File: src/rtl/fc_gen_pkg.sv
package fc_gen_pkg;
  typedef enum logic [1:0] {ST_IDLE, ST_FIRST, ST_SECOND} seq_st_e;
  typedef enum logic {FC_XON = 1'b0, FC_XOFF = 1'b1} fc_kind_e;
  localparam int NUM_TRIG = 4;
endpackage

File: src/rtl/fc_level_cmp.sv
module fc_level_cmp
  import fc_gen_pkg::*;
#(
  parameter int CNT_W = 6,
  parameter int LVL0  = 8,
  parameter int LVL1  = 16,
  parameter int LVL2  = 24,
  parameter int LVL3  = 28
) (
  input  logic [1:0]       trig_sel_i,
  input  logic [CNT_W-1:0] cnt_i,
  output logic             at_hi_o,
  output logic             at_lo_o
);
  localparam int LVL [NUM_TRIG] = '{LVL0, LVL1, LVL2, LVL3};

  logic [CNT_W-1:0] hi_tab [NUM_TRIG];
  logic [CNT_W-1:0] lo_tab [NUM_TRIG];

  // Xon level is the next lower trigger; the lowest trigger releases at zero
  for (genvar g = 0; g < NUM_TRIG; g++) begin : g_lvl
    assign hi_tab[g] = CNT_W'(LVL[g]);
    if (g == 0) begin : g_base
      assign lo_tab[g] = '0;
    end else begin : g_step
      assign lo_tab[g] = CNT_W'(LVL[g-1]);
    end
  end

  assign at_hi_o = cnt_i >= hi_tab[trig_sel_i];
  assign at_lo_o = cnt_i <= lo_tab[trig_sel_i];
endmodule

File: src/rtl/fc_delay.sv
module fc_delay #(
  parameter int DELAY_CHARS = 2
) (
  input  logic clk_i,
  input  logic rst_ni,
  input  logic arm_i,
  input  logic tick_i,
  output logic due_o
);
  localparam int CW = $clog2(DELAY_CHARS + 1);
  localparam logic [CW-1:0] LIMIT = CW'(DELAY_CHARS);

  logic [CW-1:0] cnt_q;

  always_ff @(posedge clk_i or negedge rst_ni) begin
    if (!rst_ni)                        cnt_q <= '0;
    else if (!arm_i)                    cnt_q <= '0;
    else if (tick_i && cnt_q != LIMIT)  cnt_q <= cnt_q + 1'b1;
  end

  assign due_o = cnt_q == LIMIT;


  due_on_tick_chk: assert property (@(posedge clk_i) disable iff (!rst_ni)
    $rose(due_o) |-> $past(tick_i));

  due_needs_arm_chk: assert property (@(posedge clk_i) disable iff (!rst_ni)
    !arm_i |=> !due_o);
endmodule

File: src/rtl/fc_seq.sv
module fc_seq
  import fc_gen_pkg::*;
(
  input  logic     clk_i,
  input  logic     rst_ni,
  input  logic     en_i,
  input  logic     dual_i,
  input  logic     at_hi_i,
  input  logic     at_lo_i,
  input  logic     due_i,
  input  logic     tx_ready_i,
  output logic     arm_o,
  output logic     fc_valid_o,
  output logic     second_o,
  output fc_kind_e kind_o
);
  seq_st_e  st_q;
  fc_kind_e kind_q;
  logic     dual_q, stopped_q;

  always_ff @(posedge clk_i or negedge rst_ni) begin
    if (!rst_ni) begin
      st_q      <= ST_IDLE;
      kind_q    <= FC_XON;
      dual_q    <= 1'b0;
      stopped_q <= 1'b0;
    end else begin
      unique case (st_q)
        ST_IDLE: if (en_i) begin
          if (!stopped_q && due_i) begin
            st_q   <= ST_FIRST;
            kind_q <= FC_XOFF;
            dual_q <= dual_i;
          end else if (stopped_q && at_lo_i) begin
            st_q   <= ST_FIRST;
            kind_q <= FC_XON;
            dual_q <= dual_i;
          end
        end
        ST_FIRST: if (tx_ready_i) begin
          if (dual_q) st_q <= ST_SECOND;
          else begin
            st_q      <= ST_IDLE;
            stopped_q <= kind_q == FC_XOFF;
          end
        end
        ST_SECOND: if (tx_ready_i) begin
          st_q      <= ST_IDLE;
          stopped_q <= kind_q == FC_XOFF;
        end
        default: st_q <= ST_IDLE;
      endcase
    end
  end

  assign arm_o      = en_i && !stopped_q && at_hi_i && st_q == ST_IDLE;
  assign fc_valid_o = st_q != ST_IDLE;
  assign second_o   = st_q == ST_SECOND;
  assign kind_o     = kind_q;


  stop_after_xoff_chk: assert property (@(posedge clk_i) disable iff (!rst_ni)
    $rose(stopped_q) |-> $past(kind_q == FC_XOFF && tx_ready_i));

  release_after_xon_chk: assert property (@(posedge clk_i) disable iff (!rst_ni)
    $fell(stopped_q) |-> $past(kind_q == FC_XON && tx_ready_i));

  idle_when_off_chk: assert property (@(posedge clk_i) disable iff (!rst_ni)
    (st_q == ST_IDLE && !en_i) |=> st_q == ST_IDLE);
endmodule

File: src/rtl/fc_xmit_gen.sv
module fc_xmit_gen
  import fc_gen_pkg::*;
#(
  parameter int CNT_W       = 6,
  parameter int CHAR_W      = 8,
  parameter int DELAY_CHARS = 2,
  parameter int LVL0        = 8,
  parameter int LVL1        = 16,
  parameter int LVL2        = 24,
  parameter int LVL3        = 28
) (
  input  logic              clk_i,
  input  logic              rst_ni,
  input  logic              auto_en_i,
  input  logic              dual_char_i,
  input  logic [1:0]        trig_sel_i,
  input  logic [CNT_W-1:0]  fifo_cnt_i,
  input  logic [CHAR_W-1:0] xoff1_i,
  input  logic [CHAR_W-1:0] xoff2_i,
  input  logic [CHAR_W-1:0] xon1_i,
  input  logic [CHAR_W-1:0] xon2_i,
  input  logic              char_tick_i,
  input  logic              data_valid_i,
  input  logic [CHAR_W-1:0] data_i,
  output logic              data_ready_o,
  input  logic              tx_ready_i,
  output logic              tx_valid_o,
  output logic [CHAR_W-1:0] tx_data_o
);
  logic     at_hi, at_lo, arm, due, fc_valid, second;
  fc_kind_e kind;
  logic [CHAR_W-1:0] fc_char;

  fc_level_cmp #(
    .CNT_W(CNT_W), .LVL0(LVL0), .LVL1(LVL1), .LVL2(LVL2), .LVL3(LVL3)
  ) u_cmp (
    .trig_sel_i(trig_sel_i), .cnt_i(fifo_cnt_i), .at_hi_o(at_hi), .at_lo_o(at_lo)
  );

  fc_delay #(.DELAY_CHARS(DELAY_CHARS)) u_delay (
    .clk_i(clk_i), .rst_ni(rst_ni), .arm_i(arm), .tick_i(char_tick_i), .due_o(due)
  );

  fc_seq u_seq (
    .clk_i(clk_i), .rst_ni(rst_ni), .en_i(auto_en_i), .dual_i(dual_char_i),
    .at_hi_i(at_hi), .at_lo_i(at_lo), .due_i(due), .tx_ready_i(tx_ready_i),
    .arm_o(arm), .fc_valid_o(fc_valid), .second_o(second), .kind_o(kind)
  );

  always_comb begin
    if (kind == FC_XOFF) fc_char = second ? xoff2_i : xoff1_i;
    else                 fc_char = second ? xon2_i  : xon1_i;
  end

  // flow-control characters pre-empt queued data at a boundary
  assign tx_valid_o   = fc_valid || data_valid_i;
  assign tx_data_o    = fc_valid ? fc_char : data_i;
  assign data_ready_o = !fc_valid && tx_ready_i;


  fc_hold_chk: assert property (@(posedge clk_i) disable iff (!rst_ni)
    (fc_valid && !tx_ready_i) |=> (tx_valid_o && !data_ready_o));
endmodule

File: config.mk
export PLATFORM = sky130hd
export DESIGN_NAME = fc_xmit_gen
export DESIGN_NICKNAME = d
export VERILOG_FILES = /design/src/rtl/fc_gen_pkg.sv /design/src/rtl/fc_level_cmp.sv /design/src/rtl/fc_delay.sv /design/src/rtl/fc_seq.sv /design/src/rtl/fc_xmit_gen.sv
export SDC_FILE = /design/constraint.sdc
export NUM_CORES = 1
export LEC_CHECK = 0
export BUFFER_PORTS_ARGS = -buffer_cell sky130_fd_sc_hd__buf_4
export CORE_MARGIN = 4
export CORE_UTILIZATION = 30
export DETAILED_ROUTE_END_ITERATION = 16
export PLACE_DENSITY = 0.74
export SKIP_CTS_REPAIR_TIMING = 1
export SYNTH_ARGS = -nofsm -noshare
export SYNTH_HDL_FRONTEND = slang
export SYNTH_SLANG_ARGS = --single-unit
File: constraint.sdc
create_clock -name clk_i -period 1.9 [get_ports clk_i]
set_clock_uncertainty 0.15 [all_clocks]
set_input_delay 0.38 -clock clk_i [delete_from_list [all_inputs] [get_ports clk_i]]
set_output_delay 0.38 -clock clk_i [all_outputs]
set_load 0.01 [all_outputs]
== After elaboration in Yosys (flattened, before gate mapping) ==
Index checks and enable logic that the tools add are counted.

* Register bits: 7
* Input port bits: 55
* Output and inout bits: 10

* Add/subtract/negate cells: 1
* Magnitude comparators: 3
* Equal/unequal tests: 10
* Mux-type cells: 27
* Bitwise operators: 1
* Reduce and logical (&&, ||, !) cells: 17

{| class="wikitable"
|+ Operator list
! operator !! count
|-
| $mux W8 || 4
|-
| $bmux W6 S2 || 2
|-
| $mux W6 || 4
|-
| $mux W2 || 8
|-
| $ne A2 B2 Y1 const B || 6
|-
| $reduce_and A4 Y1 || 2
|-
| $logic_and A1 B1 Y1 || 7
|-
| $mux W1 || 7
|-
| $ge A6 B6 Y1 || 1
|-
| $le A6 B6 Y1 || 1
|-
| $pmux W2 S3 || 1
|-
| $reduce_bool A2 Y1 || 3
|-
| $eq A2 B2 Y1 const B || 2
|-
| $ge A3 B3 Y1 const B || 1
|-
| $ne A3 B1 Y1 const B || 1
|-
| $not A2 Y3 || 1
|-
| $reduce_and A3 Y1 || 1
|-
| $add A2 B1 Y2 const B || 1
|-
| $eq A2 B1 Y1 const B || 1
|-
| $logic_not A1 Y1 || 2
|-
| $logic_not A2 Y1 || 1
|-
| $pmux W1 S2 || 1
|-
| $logic_or A1 B1 Y1 || 1
|}

== Logic depth before layout (Yosys ltp) ==
Gate-level depths: netlist of run 1.

* Depth in word-level cells: 10
* Depth in mapped cells: 6

== Modules after synthesis ==
Synthesis of run 1 repeated with hierarchy kept, for this count alone.

* Cells, all modules: 99
* Area total of the unflattened synthesis: 888.4 um^2

{| class="wikitable"
|+ Modules (own cells, without submodules)
! module !! instances !! cells each !! area each (um^2) !! seq. area each (um^2)
|-
| fc_xmit_gen || 1 || 40 || 341.6 || 0.0
|-
| fc_seq || 1 || 29 || 275.3 || 125.1
|-
| fc_level_cmp || 1 || 20 || 157.7 || 0.0
|-
| fc_delay || 1 || 10 || 113.9 || 50.0
|}

== Worst setup path before layout of run 1 ==
OpenSTA, ideal clock, no wires.

* Kind: input port to flip-flop
* Start point: in trig_sel_i[1]
* End point: reg u_seq.dual_q
* Library setup time: 0.125 ns
* Data arrival time: 1.553 ns
* Path slack: 0.072 ns
* Cell stages on the path: 6
* Path buffers: 0
* Path through: inv_1 ha_1 or3b_2 o22ai_2 o211ai_2 mux2_4

* Longest elaborated chain between the ends: 8

{| class="wikitable"
|+ Ends and longest elaborated chain
! element !! RTL line !! text
|-
| from (decl) || fc_xmit_gen.sv:16 || <nowiki>input logic [1:0] trig_sel_i,</nowiki>
|-
| $not A2 Y3 (not written as such) || fc_level_cmp.sv:31 || <nowiki>assign at_lo_o = cnt_i <= lo_tab[trig_sel_i];</nowiki>
|-
| $bmux W6 S2 || fc_level_cmp.sv:31 ||
|-
| $mux W6 (not written as such) (2 in series) || fc_level_cmp.sv:31 ||
|-
| $le A6 B6 Y1 || fc_level_cmp.sv:31 ||
|-
| $logic_and A1 B1 Y1 || fc_seq.sv:34 || <nowiki>end else if (stopped_q && at_lo_i) begin</nowiki>
|-
| $reduce_bool A2 Y1 (no line) || -- ||
|-
| $reduce_and A3 Y1 (no line) || -- ||
|-
| to (signal assigned) || fc_seq.sv:33 || <nowiki>dual_q <= dual_i;</nowiki>
|-
| to (signal assigned) || fc_seq.sv:37 || <nowiki>dual_q <= dual_i;</nowiki>
|-
| to (decl) || fc_seq.sv:19 || <nowiki>logic dual_q, stopped_q;</nowiki>
|}

No other way between the ends. The select of a mux whose other input is x is not followed.
A chain may end at the register's enable or synchronous reset.

== Worst setup path after layout of run 1 ==
* Start point: reg u_seq.st_q[1]
* End point: out tx_data_o[0]

* Longest elaborated chain between the ends: 4
* Elaborated cells between the ends (all ways): 6

{| class="wikitable"
|+ Ends and longest elaborated chain
! element !! RTL line !! text
|-
| from (decl) || fc_seq.sv:17 || <nowiki>seq_st_e st_q;</nowiki>
|-
| from (signal assigned) || fc_seq.sv:23 || <nowiki>st_q <= ST_IDLE;</nowiki>
|-
| from (signal assigned) || fc_seq.sv:31 || <nowiki>st_q <= ST_FIRST;</nowiki>
|-
| from (signal assigned) || fc_seq.sv:35 || <nowiki>st_q <= ST_FIRST;</nowiki>
|-
| $eq A2 B2 Y1 || fc_seq.sv:58 || <nowiki>assign second_o = st_q == ST_SECOND;</nowiki>
|-
| $mux W8, on equally long branches || fc_xmit_gen.sv:52, fc_xmit_gen.sv:51 ||
|-
| $mux W8 || fc_xmit_gen.sv:51 || <nowiki>if (kind == FC_XOFF) fc_char = second ? xoff2_i : xoff1_i;</nowiki>
|-
| $mux W8 * || fc_xmit_gen.sv:57 || <nowiki>assign tx_data_o = fc_valid ? fc_char : data_i;</nowiki>
|-
| to (decl) || fc_xmit_gen.sv:28 || <nowiki>output logic [CHAR_W-1:0] tx_data_o</nowiki>
|}

Mark *: on every way between the ends. The rest lies on a longest branch, timed or not.

==> results.cfg, run 1 <==
[run_status]
result_of_the_run = complete, but fails checks
violated_checks = setup timing

[setup_path]
r2r_setup_slack_ps = 100
worstPathCellList = nand2b_4 -> buf_6 -> mux2_2 -> o21ai_2 -> o21ai_1 -> buf_4
arrival_ps = 1590
required_ps = 1370
crit_path_end_kind = output port
classification_of_the_worst_setup_path = reg -> out
path_max_fanout = 6
maximum_cell_stage_delay_along_the_critical_path_ps = 400
startpoint_type_of_the_worst_setup_path = register
slowest_stage = dfrtp_1

[power]
design_power_total_w = 0.000962
static-leakage-power_nw = 0.755
peakVddDrop_mv = 0.562
power-per-cell-area_nw_per_um2 = 633

[timing]
fin_ws_ps = -224
final_cycle_share_pct = 112
measured_slew_at_the_worst_slew_check_pin_ps = 528
hold_violation_count_in_the_final_report = 0
slew_headroom_pct = 64.3
grt_setup_unrepaired = yes
tns_ps = -1460
setup_viol = 8
period_minus_slack_ps = 2120
max_freq_ghz = 0.471
slew_viol_final = 0

[global_routing]
gr-usage-met1_pct = 17.6
grt_pass1_vias = 1090
global_route_wire_length_before_repair_um = 4370
top_usage_layer = met2
groute.layer.met2.usage_pct = 28.1
grt_use_met3_pct = 5.03
gr-usage-all-layers_pct = 15.4
antenna_violations_before_repair = 0
grt_remaining_overflow = 0
grt_max_degree = 19

[route]
vias = 1064
drt_drc_violations_left = 0
route.detailed.vias_per_inst = 4.97
drt-wirelength-per-cell_um = 14.2
final_antenna_net_count = 0
detailedRoute.firstPassIterationCount = 4
route.final.wire_length_um = 3050
drt_first_iter_violations = 14

[clocking]
clock_latency_ps = 260
max-clock-path-buffers = 2
cts_tree = yes
clock_sinks = 7
tritoncts.num_buffers = 3
path_clk_slew_ps = 50
cts.htree.levels = 1
clk_root_buffer_cell = clkbuf_4

[synth]
yosys_warnings = 0
ys_seq_area_share_pct = 20.7
synth-async-reset-ratio_pct = 100
yosys.cell_types.count = 30
ys_ff_latch = 7
synthesis.area_sq_um = 845
post_synth_inst_count = 107
synth_nets = 168
count_of_flip_flops_with_a_built_in_enable_after_synthesis = 0
syn-mean-instance-area_sq_um = 7.89
synth_flop_cell = dfrtp_1

[place]
post-dp-hpwl_um = 2500
gp_congestion = 0.777
dpl_ws_ps = -102
place.port_buffers = 64

[final_layout]
final-seq-area_sq_um = 176
nets = 246
area_delta_synth_final_pct = 80.1
drive_above_1_share_pct = 54.9
inserted_diodes = 0
fillerInstances = 232
finalCoreUtilization_pct = 58.7
multi_input_combinational_cell_area_sq_um = 667

[floorplan]
fp-row-count = 18
design.portCount = 65
die_x_um = 61.1
dieHeight_um = 61.1
placeable_core_region_sq_um = 2590
dieArea_sq_um = 3730
start_util_pct = 32.6

[worst_hold_path]
min_path_type = in -> reg

[run]
cap_viol_max_count = 0
-- metal layers --
| layer | up-vias | wire length [um] |
|---|---|---|
| met1 | 497 | 1120 |
| met2 | 25 | 1740 |
| met4 | 0 | 24 |
| met3 | 2 | 156 |
| li1 | 540 | - |
| met5 | - | 0 |
-- kinds of logic after synthesis --
group                    after synthesis  share of synthesized area (%)
AND/OR/NAND/NOR                       37                           22.7
AO/OA/AOI/OAI                         28                           19.6
multiplexers                          17                           21.9
buffers and inverters                 11                           5.18
flip-flops                             7                           20.7
adder cells (fa/ha/maj)                6                           8.89
XOR/XNOR                               1                           1.04
-- Yosys cell counts (3+ instances only) --
| cell | count | share of area (%) |
|---|---|---|
| a21oi_1 | 3 | 1.8 |
| dfrtp_1 | 7 | 21 |
| ha_1 | 6 | 8.9 |
| inv_1 | 6 | 2.7 |
| mux2_2 | 8 | 11 |
| mux2i_1 | 8 | 9.5 |
| nand2_1 | 18 | 8.0 |
| nand2b_1 | 3 | 2.2 |
| nor2b_1 | 3 | 2.2 |
| o21ai_0 | 18 | 11 |
-- per-stage QoR --
stage	area (sq um)	hold slack (ps)	cells
floorplan	845	-65.6	107
global placement	1430	47.4	208
detailed placement	1430	50.5	208
CTS	1460	-228	212
global route	1520	167	214
finish	1520	168	214
-- cell type report --
type	instances	area share [%]
flip-flops and latches	7	11.6
multi-input cells	89	43.8
clock buffers	4	1.73
inverters	6	1.48
repair buffers	78	38.9
well taps	30	2.47
-- critical path, delay by kind of cell, from the launching register on --
| family | cells | cell delay [ps] |
|---|---|---|
| flops | 1 | 400 |
| mux | 1 | 350 |
| simple gates | 1 | 100 |
| compound gates | 2 | 200 |
| buf+inv | 2 | 280 |
-- flip-flops by register name, summed over array words and instances, names as in the netlist --
name	flops
u_seq.kind_o	1
u_delay.cnt_q	2
u_seq.st_q	2
u_seq.stopped_q	1
u_seq.dual_q	1
-- cell usage in the layout (no fill, tap or decap), drive strengths merged, types with 2 or more instances in the layout --
master / instances
and2: 2
o22ai: 2
clkbuf: 4
nor4b: 2
dfrtp: 7
nand2: 18
inv: 6
nand2b: 3
nor3: 2
mux2: 9
buf: 77
o21ai: 18
nor2: 3
a31oi: 2
ha: 6
a21oi: 3
nor2b: 3
mux2i: 8
-- path summary, 6_finish.rpt --
| check | from | end | cells past startpoint |
|---|---|---|---|
| min in group asynchronous | rst_ni | u_seq.kind_o | 2 |
| min reg2reg | u_seq.dual_q | u_seq.dual_q | 1 |
| max | u_seq.st_q[1] | tx_data_o[0] | 6 |
| max in group asynchronous | rst_ni | u_seq.kind_o | 2 |
| max reg2reg | u_seq.stopped_q | u_seq.dual_q | 4 |
| min | auto_en_i | u_seq.kind_o | 2 |
-- power breakdown --
group / switching [W] / total [W] / internal, W
clock network: 0.0000604 / 0.000141 / 0.0000805
logic: 0.000244 / 0.000576 / 0.000332
registers: 0.0000593 / 0.000245 / 0.000186
total: 0.000364 / 0.000962 / 0.000599
(Power assumes the default switching activity.)
==> run 2: changes to the inputs <==
- SETUP_SLACK_MARGIN: default -> 0.3
- clock period: 1.9 -> 2.4 ns (I/O delays scaled with it)
==> run 2 against run 1 <==
Compared with the run above:
- the flow now finishes without violations
- design area is 1.2% lower
- hold slack better by 110 ps
- flip-flop and latch count stayed put
- sequential power decreased by 19%
- critical path type unchanged
- first-iteration DRC count rose to 2.7 times the previous value
==> results.cfg, run 2 (same netlist as run 1, synthesis figures left out) <==
[run_status]
result_of_the_run = finished clean

[clocking]
tritoncts.num_buffers = 3
max-clock-path-buffers = 2
clock_sinks = 7
path_clk_slew_ps = 50
cts_tree = yes
clk_root_buffer_cell = clkbuf_4
clock_latency_ps = 250
cts.htree.levels = 1

[place]
post-dp-hpwl_um = 2440
dp_cells = 198
place.port_buffers = 64
gp_congestion = 0.788

[worst_hold_path]
worstHoldEndpoint = u_seq.kind_o
hold_start = auto_en_i
hold-path-cell-count = 2
min_path_type = in -> reg

[power]
static-leakage-power_nw = 0.735
power-per-cell-area_nw_per_um2 = 518
peakVddDrop_mv = 0.448
design_power_total_w = 0.000778

[route]
drt_first_iter_violations = 38
final_antenna_net_count = 0
route.final.wire_length_um = 3140
drt-wirelength-per-cell_um = 15.2
vias = 1060
drt_drc_violations_left = 0
detailedRoute.firstPassIterationCount = 4
route.detailed.vias_per_inst = 5.15

[global_routing]
gr-usage-met1_pct = 18.9
grt_use_met3_pct = 4.40
grt_max_degree = 19
global_route_wire_length_before_repair_um = 4360
gr-usage-all-layers_pct = 15.3
grt_remaining_overflow = 0
groute.layer.met2.usage_pct = 26.9
top_usage_layer = met2
grt_pass1_vias = 1011
antenna_violations_before_repair = 0

[final_layout]
nets = 238
number_of_standard_cells_in_the_final_layout_excluding_fillers = 206
drive_above_1_share_pct = 54.5
area_delta_synth_final_pct = 77.9
multi_input_combinational_cell_area_sq_um = 702
fillerInstances = 219
layout.cells.most_common_list = 66 x buf_4, 18 x nand2_1, 8 x mux2i_1, 8 x o21ai_2, 7 x o21ai_1
final_common_cell = buf_4
biggestRegsByFlops = u_delay.cnt_q: 2 flops, u_seq.st_q: 2 flops
final-seq-area_sq_um = 178
inserted_diodes = 0

[floorplan]
start_util_pct = 32.6
design.portCount = 65
dieArea_sq_um = 3730
dieHeight_um = 61.1
fp-row-count = 18
die_x_um = 61.1
placeable_core_region_sq_um = 2590

[setup_path]
timing.reg2reg.worst_path_depth = 4
crit_path_end_kind = output port
endpoint_of_the_lowest_slack_register_to_register_path = u_seq.dual_q
classification_of_the_worst_setup_path = reg -> out
arrival_ps = 1530
required_ps = 1770
startpoint_type_of_the_worst_setup_path = register
path_max_fanout = 5
r2r-start = u_seq.stopped_q
r2r_setup_slack_ps = 580

[timing]
final_cycle_share_pct = 90.2
slew_headroom_pct = 66.7
setup_viol = 0
period_minus_slack_ps = 2160
grt_setup_unrepaired = yes
measured_slew_at_the_worst_slew_check_pin_ps = 498
max_freq_ghz = 0.462
hold_violation_count_in_the_final_report = 0
slew_viol_final = 0

[run]
cap_viol_max_count = 0
run 2: worst max-delay path by stage:
stage | start | end | depth (start not counted)
3_5_place_dp | u_seq.st_q[1] | tx_data_o[1] | 5
2_1_floorplan | trig_sel_i[1] | u_seq.dual_q | 6
5_1_grt | u_seq.st_q[0] | tx_data_o[0] | 5
3_3_place_gp | trig_sel_i[0] | u_delay.cnt_q[0] | 7
4_1_cts | u_seq.st_q[1] | tx_data_o[1] | 5
6_report | u_seq.st_q[1] | tx_data_o[1] | 5
run 2: stage by stage:
| stage | TNS [ps] | worst slack [ps] | util, % | hold slack (ps) | instance area (sq um) |
|---|---|---|---|---|---|
| 2_1_floorplan | 0 | 472 | - | 34.4 | 845 |
| 6_report | 0 | 235 | 58.0 | 278 | 1500 |
| 3_3_place_gp | 0 | 254 | 52.4 | 146 | 1360 |
| 3_5_place_dp | 0 | 150 | 52.4 | 150 | 1360 |
| 5_1_grt | 0 | 165 | 58.0 | 275 | 1500 |
| 4_1_cts | -499 | -136 | 53.4 | -127 | 1380 |
run 2: critical path, stage by stage (launching register included):
cell      delay [ps]
dfrtp_2          460
nand2b_4         130
mux2_4           310
o21ai_2          150
o21ai_2           70
buf_4            140
run 2: per-layer routing:
layer	share of wire, %	routed length [um]
met5	0	0
met2	55	1730
met4	1.2	37
met1	38	1190
met3	6.0	187
run 2: area by class of cell:
cell class | count | share of cell area (%)
inverters | 6 | 1.50
well taps | 30 | 2.50
flip-flops and latches | 7 | 11.8
repair buffers | 69 | 35.7
multi-input cells | 90 | 46.7
clock buffers | 4 | 1.75
run 2: where the power goes:
group          internal (W)  total, W  switching [W]
clock network     0.0000637  0.000111      0.0000469
logic              0.000266  0.000469       0.000203
registers          0.000148  0.000199      0.0000508
==> run 3: changes to the inputs <==
- clock period: 2.4 -> 2 ns (I/O delays scaled with it)
==> run 3 against run 2 <==
Compared with the run above:
- the run now ends with setup timing left
- routed wire length decreased by 2.4%
- setup slack got worse by 280 ps
- register-to-register slack got worse by 330 ps
- first-iteration DRC count increased by 7.9%
- sequential power increased by 17%
- combinational power increased by 32%
- flip-flop and latch count unchanged
- power increased by 25%
- count of clock-buffer cells in the layout unchanged
- via count decreased by 0.28%
- critical path depth unchanged
- utilization increased by 2.6 points
- critical path type unchanged
- critical endpoint is now tx_data_o[3]
- highest routed layer is now met3
==> results.cfg, run 3 (same netlist as run 1, synthesis figures left out) <==
[final_layout]
biggestRegsByFlops = u_delay.cnt_q: 2 flops, u_seq.st_q: 2 flops
multi_input_combinational_cell_area_sq_um = 748
fillerInstances = 224
drive_above_1_share_pct = 56.7
layout.cells.most_common_list = 70 x buf_4, 18 x nand2_1, 9 x o21ai_1, 8 x mux2i_1
inserted_diodes = 0
final_common_cell = buf_4
area_delta_synth_final_pct = 85.9
nets = 242
final-seq-area_sq_um = 178

[power]
switching_portion_of_total_power_pct = 37.3
intPower_w = 0.000612
peakVddDrop_mv = 0.494
switch_pwr_w = 0.000363
power-per-cell-area_nw_per_um2 = 621
design_power_total_w = 0.000975
clock_power_share_pct = 12.5
relative_contribution_of_combinational_cells_to_total_power_pct = 63.6
static-leakage-power_nw = 0.753
power.sequential.fraction_pct = 23.9

[timing]
fin_worst_hold_slack_ps = 219
measured_slew_at_the_worst_slew_check_pin_ps = 364
max_freq_ghz = 0.490
hold_violation_count_in_the_final_report = 0
fin_ws_ps = -41.0
slew_viol_final = 0
period_minus_slack_ps = 2040
slew_headroom_pct = 75.8
grt_setup_unrepaired = yes
final_cycle_share_pct = 102
setup_viol = 7

[worst_hold_path]
min_path_type = in -> reg

[place]
post-dp-hpwl_um = 2360
place.port_buffers = 64
gp_congestion = 0.739

[setup_path]
path_max_fanout = 5
crit_path_end_kind = output port
arrival_ps = 1490
classification_of_the_worst_setup_path = reg -> out
startpoint_type_of_the_worst_setup_path = register
required_ps = 1450

[global_routing]
grt_pass1_vias = 976
grt_remaining_overflow = 0
gr-usage-all-layers_pct = 14.0
global_route_wire_length_before_repair_um = 4060
antenna_violations_before_repair = 0
grt_max_degree = 19

[route]
drt_first_iter_violations = 41
vias = 1057
route.detailed.vias_per_inst = 5.03
final_antenna_net_count = 0
drt-wirelength-per-cell_um = 14.6
detailedRoute.firstPassIterationCount = 4
route.final.wire_length_um = 3070
drt_drc_violations_left = 0

[run_status]
result_of_the_run = complete, but fails checks
violated_checks = setup timing

[floorplan]
die_x_um = 61.1
dieArea_sq_um = 3730
start_util_pct = 32.6
dieHeight_um = 61.1
placeable_core_region_sq_um = 2590
fp-row-count = 18
design.portCount = 65

[run]
cap_viol_max_count = 0

[clocking]
clk_root_buffer_cell = clkbuf_4
tritoncts.num_buffers = 3
path_clk_slew_ps = 50
clock_sinks = 7
cts_tree = yes
cts.htree.levels = 1
clock_latency_ps = 240
max-clock-path-buffers = 2
## run 3: changes by cell type in the layout (fill, tap and decap cells not counted), sizes merged
| cell | previous run | this run |
|---|---|---|
| buf | 68 | 72 |
## run 3: final cells by class
type,count,area share (%)
inverters,6,1.43
clock buffers,4,1.67
well taps,30,2.39
repair buffers,73,35.5
multi-input cells,90,47.6
flip-flops and latches,7,11.3
## run 3: through the flow
step	setup TNS (ps)	utilization, %	area (sq um)	setup WS, ps	cells
after CTS	-2200	54.1	1400	-303	204
after global placement	-12.0	53.1	1380	-6.44	200
final	-112	60.6	1570	-41.0	210
after global routing	-789	60.6	1570	-164	210
after floorplan	0	-	855	196	107
after detailed placement	-57.2	53.1	1380	-35.0	200
## run 3: routing by layer
layer	share of wire, %	vias to the layer above	global-route usage (%)
met5	0	-	0
met4	0	0	3.10
met3	5.2	0	1.89
met2	54	32	22.7
met1	40	493	19.8
li1	-	532	-
## run 3: final timing paths
path,start,end,slack (ps),depth (start not counted)
worst max-delay path,u_seq.st_q[0],tx_data_o[3],-40,5
worst min-delay path,auto_en_i,u_seq.kind_o,220,2
worst max register to register,u_seq.stopped_q,u_seq.dual_q,250,4
worst min register to register,u_seq.dual_q,u_seq.dual_q,400,1
max in group asynchronous,rst_ni,u_seq.st_q[1],1220,2
min in group asynchronous,rst_ni,u_seq.dual_q,350,2
## run 3: worst max-delay path: stages (launching register included)
cell      delay, ps
dfrtp_1         390
nand2b_4        190
mux2_4          310
o21ai_2         130
o21ai_1          70
buf_4           140
## run 3: power groups by stage
stage | Sequential, W | Clock [W] | Combinational [W]
5_1_grt | 0.000239 | 0.000137 | 0.000683
6_report | 0.000233 | 0.000122 | 0.000620
2_1_floorplan | 0.000200 | 0 | 0.000290
3_5_place_dp | 0.000224 | 0 | 0.000488
4_1_cts | 0.000222 | 0.000128 | 0.000490
3_3_place_gp | 0.000223 | 0 | 0.000478
